### src/rtl/pic_pkg.sv
package pic_pkg;
  localparam int BYTE_W = 8;
  localparam int N_IR   = BYTE_W;
  localparam int IDX_W  = $clog2(N_IR);
  localparam int BASE_W = BYTE_W - IDX_W;

  localparam logic [BYTE_W-1:0] CMD_SEL_ISR  = 8'h0B;
  localparam logic [BYTE_W-1:0] CMD_SEL_IRR  = 8'h0A;
  localparam logic [BYTE_W-1:0] CMD_EOI_ANY  = 8'h20;
  localparam logic [BASE_W-1:0] CMD_EOI_SPEC = 5'b01100;
  localparam int INIT_BIT = 4;

  typedef enum logic [1:0] {
    ST_READY,
    ST_BASE,
    ST_CAS,
    ST_MODE
  } init_st_e;
endpackage

### src/rtl/pic_prio.sv
module pic_prio
  import pic_pkg::*;
#(
  parameter int N = N_IR,
  localparam int IW = $clog2(N)
) (
  input  logic [N-1:0]  req_i,
  output logic [N-1:0]  oh_o,
  output logic          any_o,
  output logic [IW-1:0] idx_o
);
  for (genvar i = 0; i < N; i++) begin : g_oh
    if (i == 0) begin : g_first
      assign oh_o[i] = req_i[i];
    end else begin : g_rest
      assign oh_o[i] = req_i[i] & ~|req_i[i-1:0];
    end
  end

  assign any_o = |req_i;

  always_comb begin
    idx_o = '0;
    for (int i = 0; i < N; i++) begin
      if (oh_o[i]) idx_o = idx_o | IW'(i);
    end
  end
endmodule

### src/rtl/pic_req.sv
module pic_req
  import pic_pkg::*;
#(
  parameter int N = N_IR
) (
  input  logic         clk_i,
  input  logic         rst_ni,
  input  logic [N-1:0] line_i,
  input  logic [N-1:0] clr_i,
  output logic [N-1:0] irr_o
);
  logic [N-1:0] prev_q;
  logic [N-1:0] irr_q;

  always_ff @(posedge clk_i or negedge rst_ni) begin
    if (!rst_ni) begin
      prev_q <= '0;
      irr_q  <= '0;
    end else begin
      prev_q <= line_i;
      // held bits drop with the line; fresh edges latch
      irr_q  <= (irr_q & line_i & ~clr_i) | (line_i & ~prev_q);
    end
  end

  assign irr_o = irr_q;
endmodule

### src/rtl/pic_cfg.sv
module pic_cfg
  import pic_pkg::*;
(
  input  logic              clk_i,
  input  logic              rst_ni,
  input  logic              wr_i,
  input  logic              a0_i,
  input  logic [BYTE_W-1:0] wdata_i,
  output logic [BYTE_W-1:0] imr_o,
  output logic [BASE_W-1:0] vbase_o,
  output logic [BYTE_W-1:0] cas_o,
  output logic              aeoi_o,
  output logic              init_done_o,
  output logic              rsel_isr_o,
  output logic              init_start_o,
  output logic              eoi_spec_o,
  output logic              eoi_any_o,
  output logic [IDX_W-1:0]  eoi_idx_o
);
  init_st_e          st_q;
  logic              need_mode_q;
  logic [BYTE_W-1:0] imr_q, cas_q;
  logic [BASE_W-1:0] vbase_q;
  logic              aeoi_q, done_q, rsel_q;
  logic              cmd_wr;

  assign init_start_o = wr_i & ~a0_i & wdata_i[INIT_BIT];
  assign cmd_wr       = wr_i & ~a0_i & ~wdata_i[INIT_BIT] & (st_q == ST_READY);

  always_ff @(posedge clk_i or negedge rst_ni) begin
    if (!rst_ni) begin
      st_q        <= ST_READY;
      need_mode_q <= 1'b0;
      imr_q       <= '1;
      cas_q       <= '0;
      vbase_q     <= '0;
      aeoi_q      <= 1'b0;
      done_q      <= 1'b0;
      rsel_q      <= 1'b0;
    end else if (init_start_o) begin
      st_q        <= ST_BASE;
      need_mode_q <= wdata_i[0];
      aeoi_q      <= 1'b0;
      done_q      <= 1'b0;
      rsel_q      <= 1'b0;
    end else if (wr_i && a0_i) begin
      unique case (st_q)
        ST_BASE: begin
          vbase_q <= wdata_i[BYTE_W-1:IDX_W];
          st_q    <= ST_CAS;
        end
        ST_CAS: begin
          cas_q <= wdata_i;
          if (need_mode_q) begin
            st_q <= ST_MODE;
          end else begin
            st_q   <= ST_READY;
            done_q <= 1'b1;
          end
        end
        ST_MODE: begin
          aeoi_q <= wdata_i[1];
          st_q   <= ST_READY;
          done_q <= 1'b1;
        end
        default: imr_q <= wdata_i;
      endcase
    end else if (cmd_wr) begin
      if (wdata_i == CMD_SEL_ISR) rsel_q <= 1'b1;
      else if (wdata_i == CMD_SEL_IRR) rsel_q <= 1'b0;
    end
  end

  assign eoi_spec_o  = cmd_wr & done_q & (wdata_i[BYTE_W-1:IDX_W] == CMD_EOI_SPEC);
  assign eoi_any_o   = cmd_wr & done_q & (wdata_i == CMD_EOI_ANY);
  assign eoi_idx_o   = wdata_i[IDX_W-1:0];
  assign imr_o       = imr_q;
  assign vbase_o     = vbase_q;
  assign cas_o       = cas_q;
  assign aeoi_o      = aeoi_q;
  assign init_done_o = done_q;
  assign rsel_isr_o  = rsel_q;
endmodule

### src/rtl/pic_core.sv
module pic_core
  import pic_pkg::*;
(
  input  logic              clk_i,
  input  logic              rst_ni,
  input  logic              wr_i,
  input  logic              a0_i,
  input  logic [BYTE_W-1:0] wdata_i,
  output logic [BYTE_W-1:0] rdata_o,
  input  logic [N_IR-1:0]   irq_line_i,
  input  logic              inta_i,
  output logic              int_o,
  output logic [BYTE_W-1:0] vector_o,
  output logic [BYTE_W-1:0] cas_cfg_o
);
  logic [N_IR-1:0]   imr_q, irr_q, isr_q, isr_d;
  logic [BASE_W-1:0] vbase_q;
  logic              aeoi_q, init_done_q, rsel_isr;
  logic              init_start, eoi_spec, eoi_any;
  logic [IDX_W-1:0]  eoi_idx;
  logic [N_IR-1:0]   pending, pend_oh, svc_oh, irr_clr, isr_set, eoi_clr;
  logic              pend_any, svc_any, grant_ok, ack_grant;
  logic [IDX_W-1:0]  pend_idx, svc_idx;
  logic [BYTE_W-1:0] vector_q;

  pic_cfg u_cfg (
    .clk_i        (clk_i),
    .rst_ni       (rst_ni),
    .wr_i         (wr_i),
    .a0_i         (a0_i),
    .wdata_i      (wdata_i),
    .imr_o        (imr_q),
    .vbase_o      (vbase_q),
    .cas_o        (cas_cfg_o),
    .aeoi_o       (aeoi_q),
    .init_done_o  (init_done_q),
    .rsel_isr_o   (rsel_isr),
    .init_start_o (init_start),
    .eoi_spec_o   (eoi_spec),
    .eoi_any_o    (eoi_any),
    .eoi_idx_o    (eoi_idx)
  );

  pic_req #(.N(N_IR)) u_req (
    .clk_i  (clk_i),
    .rst_ni (rst_ni),
    .line_i (irq_line_i),
    .clr_i  (irr_clr),
    .irr_o  (irr_q)
  );

  assign pending = irr_q & ~imr_q & {N_IR{init_done_q}};

  pic_prio #(.N(N_IR)) u_pend_prio (
    .req_i (pending),
    .oh_o  (pend_oh),
    .any_o (pend_any),
    .idx_o (pend_idx)
  );

  pic_prio #(.N(N_IR)) u_svc_prio (
    .req_i (isr_q),
    .oh_o  (svc_oh),
    .any_o (svc_any),
    .idx_o (svc_idx)
  );

  // a request must outrank every in-service level
  assign grant_ok  = pend_any & (~svc_any | (pend_idx < svc_idx));
  assign ack_grant = inta_i & grant_ok;
  assign irr_clr   = ack_grant ? pend_oh : '0;
  assign isr_set   = (ack_grant && !aeoi_q) ? pend_oh : '0;

  always_comb begin
    eoi_clr = '0;
    if (eoi_spec)     eoi_clr[eoi_idx] = 1'b1;
    else if (eoi_any) eoi_clr = svc_oh;
  end

  assign isr_d = init_start ? '0 : ((isr_q & ~eoi_clr) | isr_set);

  always_ff @(posedge clk_i or negedge rst_ni) begin
    if (!rst_ni) begin
      isr_q    <= '0;
      vector_q <= '0;
    end else begin
      isr_q <= isr_d;
      if (inta_i) vector_q <= {vbase_q, (ack_grant ? pend_idx : {IDX_W{1'b1}})};
    end
  end

  assign int_o    = grant_ok;
  assign vector_o = vector_q;
  assign rdata_o  = a0_i ? imr_q : (rsel_isr ? isr_q : irr_q);
endmodule

### config.mk
export PLATFORM = sky130hd
export DESIGN_NAME = pic_core
export DESIGN_NICKNAME = d
export VERILOG_FILES = /design/src/rtl/pic_pkg.sv /design/src/rtl/pic_prio.sv /design/src/rtl/pic_req.sv /design/src/rtl/pic_cfg.sv /design/src/rtl/pic_core.sv
export SDC_FILE = /design/constraint.sdc
export NUM_CORES = 1
export LEC_CHECK = 0
export BUFFER_PORTS_ARGS = -buffer_cell sky130_fd_sc_hd__buf_2
export CAP_MARGIN = 20
export CORE_MARGIN = 2
export CORE_UTILIZATION = 50
export DETAILED_ROUTE_END_ITERATION = 8
export PLACE_DENSITY = 0.77
export SETUP_SLACK_MARGIN = 0.2
export SLEW_MARGIN = 20
export SYNTH_ARGS = -nofsm -noshare
export SYNTH_HDL_FRONTEND = slang
export SYNTH_SLANG_ARGS = --single-unit
### constraint.sdc
create_clock -name clk_i -period 2.5 [get_ports clk_i]
set_clock_uncertainty 0.05 [all_clocks]
set_input_delay 0.125 -clock clk_i [delete_from_list [all_inputs] [get_ports clk_i]]
set_output_delay 0.125 -clock clk_i [all_outputs]
set_load 0.1 [all_outputs]
**Word-level counts from Yosys, hierarchy flattened**

Cells that the tools add are included.

- Order comparisons: 3
- Equality and inequality tests: 9
- Multiplexer cells: 40
- Bitwise gates (word level): 41
- Reductions and logical operators: 47

Operators by type and width:

| cell | number |
|---|---|
| $mux W8 | 7 |
| $and A8 B8 Y8 | 6 |
| $not A8 Y8 | 4 |
| $mux W3 | 9 |
| $and A1 B1 Y1 | 23 |
| $eq A8 B4 Y1 const B | 2 |
| $or A8 B8 Y8 | 2 |
| $reduce_or A8 Y1 | 2 |
| $logic_not A1 Y1 | 15 |
| $reduce_and A3 Y1 | 5 |
| $mux W1 | 14 |
| $mux W2 | 7 |
| $reduce_or A7 Y1 | 2 |
| $reduce_or A6 Y1 | 2 |
| $reduce_or A5 Y1 | 2 |
| $reduce_or A3 Y1 | 3 |
| $eq A8 B6 Y1 const B | 1 |
| $reduce_or A4 Y1 | 2 |
| $pmux W2 S3 | 1 |
| $reduce_bool A2 Y1 | 3 |
| $reduce_bool A3 Y1 | 2 |
| $eq A5 B4 Y1 const B | 1 |
| $not A1 Y1 | 5 |
| $eq A2 B2 Y1 const B | 2 |
| 14 further kinds | 18 |

- Register bits after elaboration: 59
- Bits of input ports: 21
- Output and inout bits: 25
- Word-level logic and storage cells: 152

**Depth between registers and ports, before layout**

Gate-level depths: netlist of the first run.

- Word-level depth: 20
- Mapped depth: 12
- Depth with buffers taken out: 11

**Hierarchy**

Synthesis of the first run repeated with hierarchy kept, for this count alone.

- Cells, all modules: 280
- Area total of the unflattened synthesis: 3166.8 um^2

Modules (own cells, without submodules):

| module | instances | cells each | area an instance (um^2) | sequential area each (um^2) |
|---|---|---|---|---|
| pic_cfg | 1 | 92 | 1268.7 | 685.7 |
| pic_core | 1 | 112 | 1089.8 | 400.4 |
| pic_req | 1 | 32 | 510.5 | 400.4 |
| pic_prio | 2 | 22 | 148.9 | 0.0 |

**Least setup slack after synthesis of the first run**

OpenSTA, ideal clock, no wires.

- Path type: reg2out
- Start: register u_cfg.imr_q[6] (netlist: u_cfg.imr_o[6])
- End: output int_o
- Arrival time: 3.501 ns
- Path slack: -1.176 ns
- Stages on the path, launching flop included: 11
- Path through: dfstp_2 -> nor2b_1 -> o21ai_0 -> nand2_1 -> nand3_1 -> inv_1 -> ha_1 -> a211o_1 -> a211oi_1 -> a211oi_2 -> a31oi_1

- Longest elaborated chain between the ends: 10
- Elaborated cells between the ends (all ways): 13
- Classes of those cells: order compare: 1; mux: 2; bitwise: 7; reduce/logical: 3

Ends and longest elaborated chain:

| what | line | RTL |
|---|---|---|
| start, declared | pic_cfg.sv:22 | `logic [BYTE_W-1:0] imr_q, cas_q;` |
| start signal, assigned | pic_cfg.sv:66 | `default: imr_q <= wdata_i;` |
| $not A8 Y8 (*) | pic_core.sv:52 | `assign pending = irr_q & ~imr_q & {N_IR{init_done_q}};` |
| $and A8 B8 Y8 (*) (2 in series) | pic_core.sv:52 |  |
| $reduce_or A7 Y1 | pic_prio.sv:16 | `assign oh_o[i] = req_i[i] & ~\|req_i[i-1:0];` |
| $logic_not A1 Y1 | pic_prio.sv:16 |  |
| $and A1 B1 Y1 | pic_prio.sv:16 |  |
| $mux W3 | pic_prio.sv:25 | `if (oh_o[i]) idx_o = idx_o \| IW'(i);` |
| $lt A3 B3 Y1 | pic_core.sv:69 | `assign grant_ok = pend_any & (~svc_any \| (pend_idx < svc_idx));` |
| $or A1 B1 Y1 | pic_core.sv:69 |  |
| $and A1 B1 Y1 (*) | pic_core.sv:69 |  |
| end, declared | pic_core.sv:12 | `output logic int_o,` |

Mark *: on every way between the ends. The rest lies on a longest branch, timed or not.

**Worst setup path after layout of the first run**

- Start: register u_cfg.imr_q[5] (netlist: u_cfg.imr_o[5])
- End: output int_o

- Longest elaborated chain between the ends: 11
- Elaborated cells between the ends (all ways): 17
- Classes of those cells: order compare: 1; mux: 3; bitwise: 8; reduce/logical: 5

Ends and longest elaborated chain:

| what | line |
|---|---|
| $not A8 Y8 (*) | pic_core.sv:52 |
| $and A8 B8 Y8 (*) (2 in series) | pic_core.sv:52 |
| $reduce_or A6 Y1 | pic_prio.sv:16 |
| $logic_not A1 Y1 | pic_prio.sv:16 |
| $and A1 B1 Y1 | pic_prio.sv:16 |
| $mux W3 (2 in series) | pic_prio.sv:25 |
| $lt A3 B3 Y1 | pic_core.sv:69 |
| $or A1 B1 Y1 | pic_core.sv:69 |
| $and A1 B1 Y1 (*) | pic_core.sv:69 |

Marks and branches as above.

==> metrics, run 1 <==
status=finished, violations left; failing checks=setup timing; all-layer global routing usage=0.275; CP bufs+invs=2; power per cell area=~1300 nW/µm²; Area Overhead vs Synth=37.1%; Longest Clk Path Bufs=2; Critical Path AT=2.59 ns; total CTS buffers=9; ys flop type=dfrtp_1; gpl congestion=slightly below 0.9; Detailed Place HPWL=approximately 5.6 mm; Starting Density=0.516; setup ws final=-0.261 ns; RSZ-0062 raised after global routing=true; Routed Antenna Nets=0; Hold Vio Cnt, Final=0; Final Max Slew Viols=0; Peak VDD IR=~0.00083 V; vias in the first global route=approximately 2600; period utilization=1.10; Max Cap Viol=0; Worst Hold Slack=roughly 0.029 ns; sequential share of power=0.258; DR pass1 iterations=5; Clock Power Share=0.159; Min-Delay Path Class=in -> reg; CTS tree=built; Post-Syn Nets=around 320; boundary pin count=46; largest net degree at the start of global routing=60; initial antenna violation count=0; # setup viols final=20; fmax=approximately 360 MHz; number of diodes=0; Cell variety after synth=54; worst-margin pin slew=approximately 0.73 ns; LEAKAGE=1.83 nW; Fillers=approximately 420; Worst setup EP type=primary output; Routed WL per cell=roughly 19 µm; Seq cells post-synth=59; sequential fraction of the synthesis area=0.490; switching portion of total power=0.492; Syn Inst Count=296; Critical Path RT=approximately 2.3 ns; Internal=~0.0028 W; first-pass GRT wire length=13.5 mm; EDFF count, synth=0; kind of critical path=reg -> out; vias per cell=5.94; most frequent cells in the layout=dfrtp_1 (50), buf_2 (44), buf_4 (34), nand2_1 (32), mux2_2 (23); Slowest-stage cell, CP=dfstp_2; GRT overflow=0; relative slew slack=0.514; Layout Nets=410; WL final=just under 9 mm; drt initial violations=between 300 and 400; sw power=between 0.002 and 0.003 W; sequential cell area=about 1500 µm²; Clock Sinks=59; Place WS=-0.0525 ns; delay-heaviest family, CP=compound AO/OA/AOI/OAI gates; mapped cell area=slightly above 3000 µm²; clock slew at reported path FFs=about 0.070 ns; Die ar.=6710 µm²; syn_area_per_cell=roughly 10 µm²; H-tree depth=3; Logic pwr share=0.582; Ys Warns=0; CP Cell Sequence=nor2b_1 -> o21ai_2 -> buf_4 -> nand2b_4 -> a21boi_4 -> ha_4 -> o21a_1 -> o32ai_2 -> a211oi_2 -> a31oi_4 -> buf_12; Post-synth ARST share=1.00; critical path launch point type=flip-flop; Port Buffer Count=45; Die H=between 80 and 90 µm; Worst path max stage delay=between 0.5 and 0.6 ns; clk root buf=clkbuf_8; most common cell after layout, fill and taps aside=dfrtp_1; Rows=28; Vias=2775; share of cells above drive strength 1=0.459; Non-Filler Instances=467; Horiz. Die Dim=81.9 µm; dpl cells=around 430; post-layout min period=about 2.8 ns; DRC=0; Multi-input gate area=about 1700 µm²; CORE AREA=~5900 µm²; Final Core Density=0.707; clk_lat worst skew=between 0.3 and 0.4 ns; CP max FO=2
final timing paths:
kind                                      start                to  slack (ns)  cells past startpoint
worst max-delay path             u_cfg.imr_o[5]             int_o       -0.26                     11
worst min-delay path                       wr_i     u_cfg.st_q[0]        0.03                      2
worst max register to register   u_cfg.imr_o[5]          isr_q[2]       -0.18                     13
worst min register to register  u_req.prev_q[4]    u_req.irr_o[4]        0.41                      1
max in group asynchronous                rst_ni          isr_q[5]        1.48                      3
min in group asynchronous                rst_ni  u_cfg.vbase_o[1]        0.41                      3
per-stage QoR:
stage	total power (W)	setup TNS (ns)	cell area, µm²
2_1_floorplan	0.00350	-0.113	3090
3_3_place_gp	0.00416	0	3580
3_5_place_dp	0.00421	-0.238	3580
4_1_cts	0.00540	-2.19	4060
5_1_grt	0.00582	-4.74	4160
6_report	0.00559	-2.94	4160
Yosys cell counts, types with 2 or more instances:
cell / count / area share
a211o_1: 2 / 0.0058
a211oi_2: 2 / 0.0082
a21oi_1: 5 / 0.0082
a31o_1: 2 / 0.0058
a31oi_1: 12 / 0.025
a41oi_1: 3 / 0.0087
and2b_1: 2 / 0.0049
clkbuf_1: 8 / 0.0099
dfrtp_1: 51 / 0.42
dfstp_2: 8 / 0.069
ha_1: 2 / 0.0082
inv_1: 16 / 0.020
mux2_2: 23 / 0.085
mux2i_1: 9 / 0.030
nand2_1: 32 / 0.040
nand2b_1: 5 / 0.010
nand3_1: 9 / 0.015
nand4_1: 2 / 0.0041
nor2_1: 15 / 0.019
nor2b_1: 13 / 0.027
nor2b_4: 2 / 0.0091
nor3_1: 6 / 0.0099
nor4_1: 4 / 0.0082
o21a_1: 3 / 0.0074
o21ai_0: 30 / 0.049
o22ai_1: 2 / 0.0041
cells by family after synthesis:
group | after synthesis | synth area share
compound gates | 71 | 0.156
fa+ha+maj | 2 | 0.00825
buf+inv | 27 | 0.0367
flops | 59 | 0.490
mux | 32 | 0.115
simple gates | 105 | 0.194
state kept, by name, summed over array words and instances (netlist names), 2 cells and up:
signal and flops:
isr_q 8, u_cfg.st_q 2, u_req.prev_q 8, u_cfg.imr_o 8, vector_o 8, u_cfg.vbase_o 5
u_req.irr_o 8, u_cfg.cas_o 8
power by group through the flow:
stage          logic (W)  clock network [W]  registers, W
2_1_floorplan    0.00125                  0       0.00225
3_3_place_gp     0.00273                  0       0.00143
3_5_place_dp     0.00277                  0       0.00144
4_1_cts          0.00308           0.000897       0.00143
5_1_grt          0.00340           0.000948       0.00148
6_report         0.00326           0.000892       0.00144
repair_timing:
| action | in CTS | in global routing |
|---|---|---|
| gates cloned | 1 | 0 |
| resized for setup | 24 | 15 |
| pin swaps | 23 | 7 |
| endpoints found under the setup margin | 20 | 20 |
| endpoints found under the hold margin | 64 | 0 |
| setup buffers | 6 | 4 |
| hold buffers | 9 | 0 |
metal layers:
layer  track usage  routed length [µm]  share of wire
met1         0.377                3690           0.41
met5             0                   0              0
met3        0.0516                 600          0.067
met4         0.105                 286          0.032
met2         0.432                4360           0.49
cell type report:
| cell class | instances | area share |
|---|---|---|
| clock buffer | 10 | 0.0331 |
| clock inverter | 6 | 0.0156 |
| inverter | 16 | 0.0144 |
| multi-input combinational | 210 | 0.402 |
| sequential | 59 | 0.358 |
| tap | 75 | 0.0226 |
| timing repair buffer | 91 | 0.154 |
No activity file was read; power rests on OpenSTA's default activity.
==> run 2, diff against run 1 <==
--- a/config.mk
+++ b/config.mk
@@ -8,9 +8,9 @@
 export BUFFER_PORTS_ARGS = -buffer_cell sky130_fd_sc_hd__buf_2
 export CAP_MARGIN = 20
 export CORE_MARGIN = 2
-export CORE_UTILIZATION = 50
+export CORE_UTILIZATION = 51
 export DETAILED_ROUTE_END_ITERATION = 8
-export PLACE_DENSITY = 0.77
+export PLACE_DENSITY = 0.79
 export SETUP_SLACK_MARGIN = 0.2
 export SLEW_MARGIN = 20
 export SYNTH_ARGS = -nofsm -noshare
==> run 2 against run 1 <==
The flow still finishes with violations (setup timing). Non-clock buffer count rose by 18. Sequential share of layout area fell by 1.4 points. Sequential cell count did not move. Die area fell by 1.9%. Routed wire length rose by 12%.
==> metrics, run 2 (synthesized netlist as in run 1, its figures left out) <==
status=finished, violations left; failing checks=setup timing; Final Total Pwr=0.00596 W (+6.6%); first-pass GRT wire length=14.4 mm (+6.8%); # setup viols final=20 (unchanged); Min-Delay Path Class=in -> reg; Layout Nets=428 (+4.4%); boundary pin count=46 (unchanged); Peak VDD IR=0.000770 V (-7.1%); vias in the first global route=2799 (+7.8%); FF-to-FF path depth=19 (+6); gpl congestion=0.989 (+11%); Die ar.=6580 µm² (-1.9%); largest net degree at the start of global routing=31 (-48%); all-layer global routing usage=0.302 (+0.0274); LEAKAGE=1.94 nW (+6.3%); H-tree depth=3 (unchanged); Worst setup EP type=flip-flop; Starting Density=0.519 (+0.00309); hold wc startpoint=wdata_i[7]; Clock Sinks=59 (unchanged); Non-Filler Instances=485 (+3.9%); Post-Layout Inst Area=4330 µm² (+4.1%); clk_lat worst skew=0.37 ns (+0.03 ns); fmax=346 MHz (-4.5%); critical path launch point type=flip-flop; Die H=81.1 µm (-0.94%); total CTS buffers=9 (unchanged); CP max FO=3 (+1); number of diodes=0 (unchanged); Longest Clk Path Bufs=2 (unchanged); Post-DP Area=3590 µm² (+0.14%); power per cell area=1380 nW/µm² (+2.4%); Slowest-stage cell, CP=dfstp_2; Detailed Place HPWL=5.94 mm (+5.9%); clk root buf=clkbuf_8; CTS tree=built; Critical Path RT=2.74 ns (+0.41 ns); Final Core Density=0.740 (+0.0333); Port Buffer Count=45 (unchanged); WL final=10.0 mm (+12%); share of cells above drive strength 1=0.473 (+0.0140); GRT overflow=0 (unchanged); RSZ-0062 raised after global routing=true; Multi-input gate area=1620 µm² (-3.1%); initial antenna violation count=0 (unchanged); Routed WL per cell=20.7 µm (+8.2%); relative slew slack=0.536 (+0.0225); vias per cell=6.17 (+3.8%); kind of critical path=reg -> reg; drt initial violations=298 (-5.1%); Horiz. Die Dim=81.1 µm (-0.94%); CORE AREA=5850 µm² (-0.60%); critical path's most frequent cell=buf_6; sequential cell area=1490 µm² (unchanged); dpl cells=430 (-0.23%); most frequent cells in the layout=dfrtp_1 (50), buf_2 (44), buf_4 (38), nand2_1 (32), mux2_2 (23); most common cell after layout, fill and taps aside=dfrtp_1; Rows=28 (unchanged); hold depth=2 (unchanged); Critical Path AT=3.13 ns (+0.54 ns); Fillers=347 (-17%); Vias=2991 (+7.8%); DR pass1 iterations=5 (unchanged); period utilization=1.16 (+0.0520); Hold Path Sink=u_cfg.vbase_o[4]; Critical R2R Capture=vector_o[2]; Place WS=-0.121 ns (-0.0685 ns); Routed Antenna Nets=0 (unchanged); setup ws final=-0.391 ns (-0.130 ns); Worst path max stage delay=0.57 ns (+0.04 ns); worst-margin pin slew=0.695 ns (-0.0337 ns); Hold Vio Cnt, Final=0 (unchanged); clock slew at reported path FFs=0.08 ns (about the same); DRC=0 (unchanged); Final Max Slew Viols=0 (unchanged); post-layout min period=2.89 ns (+0.130 ns); FF-to-FF Start=u_cfg.imr_o[0]; reg-to-reg slack, setup=-0.39 ns (-0.21 ns); CP Cell Sequence=nor2b_2 -> o21ai_2 -> nand3_2 -> buf_4 -> buf_6 -> buf_4 -> buf_4 -> buf_4 -> buf_6 -> buf_6 -> buf_6 -> buf_6 -> buf_6 -> buf_6 -> buf_6 -> buf_6 -> buf_6 -> buf_6 -> a31oi_1; Max Cap Viol=0 (unchanged); Area Overhead vs Synth=42.7%
## run 2: final cells by class
class / instances / area share
clock buffer: 12 / 0.0335
clock inverter: 4 / 0.0225
inverter: 16 / 0.0139
multi-input combinational: 210 / 0.375
sequential: 59 / 0.344
tap: 75 / 0.0217
timing repair buffer: 109 / 0.190
## run 2: how the worst max path moves through the flow
stage | from | to | slack, ns | depth (start not counted)
CTS | u_cfg.imr_o[6] | int_o | -0.29 | 11
finish | u_cfg.imr_o[0] | vector_o[2] | -0.39 | 19
detailed placement | u_cfg.imr_o[5] | u_req.irr_o[1] | -0.12 | 12
global route | u_cfg.imr_o[6] | int_o | -0.42 | 11
floorplan | u_cfg.imr_o[7] | int_o | -0.11 | 10
global placement | u_cfg.imr_o[5] | u_req.irr_o[1] | 0.01 | 12
## run 2: stage by stage
step,hold slack (ns),TNS [ns]
after floorplan,-0.221,-0.113
after global placement,0.140,0
after detailed placement,0.152,-1.63
after CTS,0.0226,-1.87
after global routing,0.0467,-6.86
final,0.0317,-5.17
## run 2: report_power, final
part	internal, W	switching [W]	total [W]	leakage (nW)
logic	0.00120	0.00218	0.00339	1.11
registers	0.00125	0.000215	0.00146	0.708
clock network	0.000690	0.000421	0.00111	0.117
total	0.00314	0.00282	0.00596	1.94
## run 2: routing by layer
metal  part of all wire  vias to the layer above  GRT usage
li1                   -                     1289          -
met1               0.38                     1444      0.372
met2               0.49                      197      0.493
met3              0.078                       61     0.0678
met4              0.049                        0      0.164
met5                  0                        -          0
## run 2: critical path: cells and delay by family, from the launching register on
| kind | cells | cell delay, ns |
|---|---|---|
| buf+inv | 15 | 1.67 |
| simple gates | 2 | 0.20 |
| compound gates | 2 | 0.33 |
| flops | 1 | 0.57 |
## run 2: what timing repair did
item	in CTS	in global routing
hold buffers	10	0
endpoints found under the hold margin	40	0
setup endpoints to repair	20	20
resized for setup	30	17
setup buffers	19	10
pin swaps	14	14
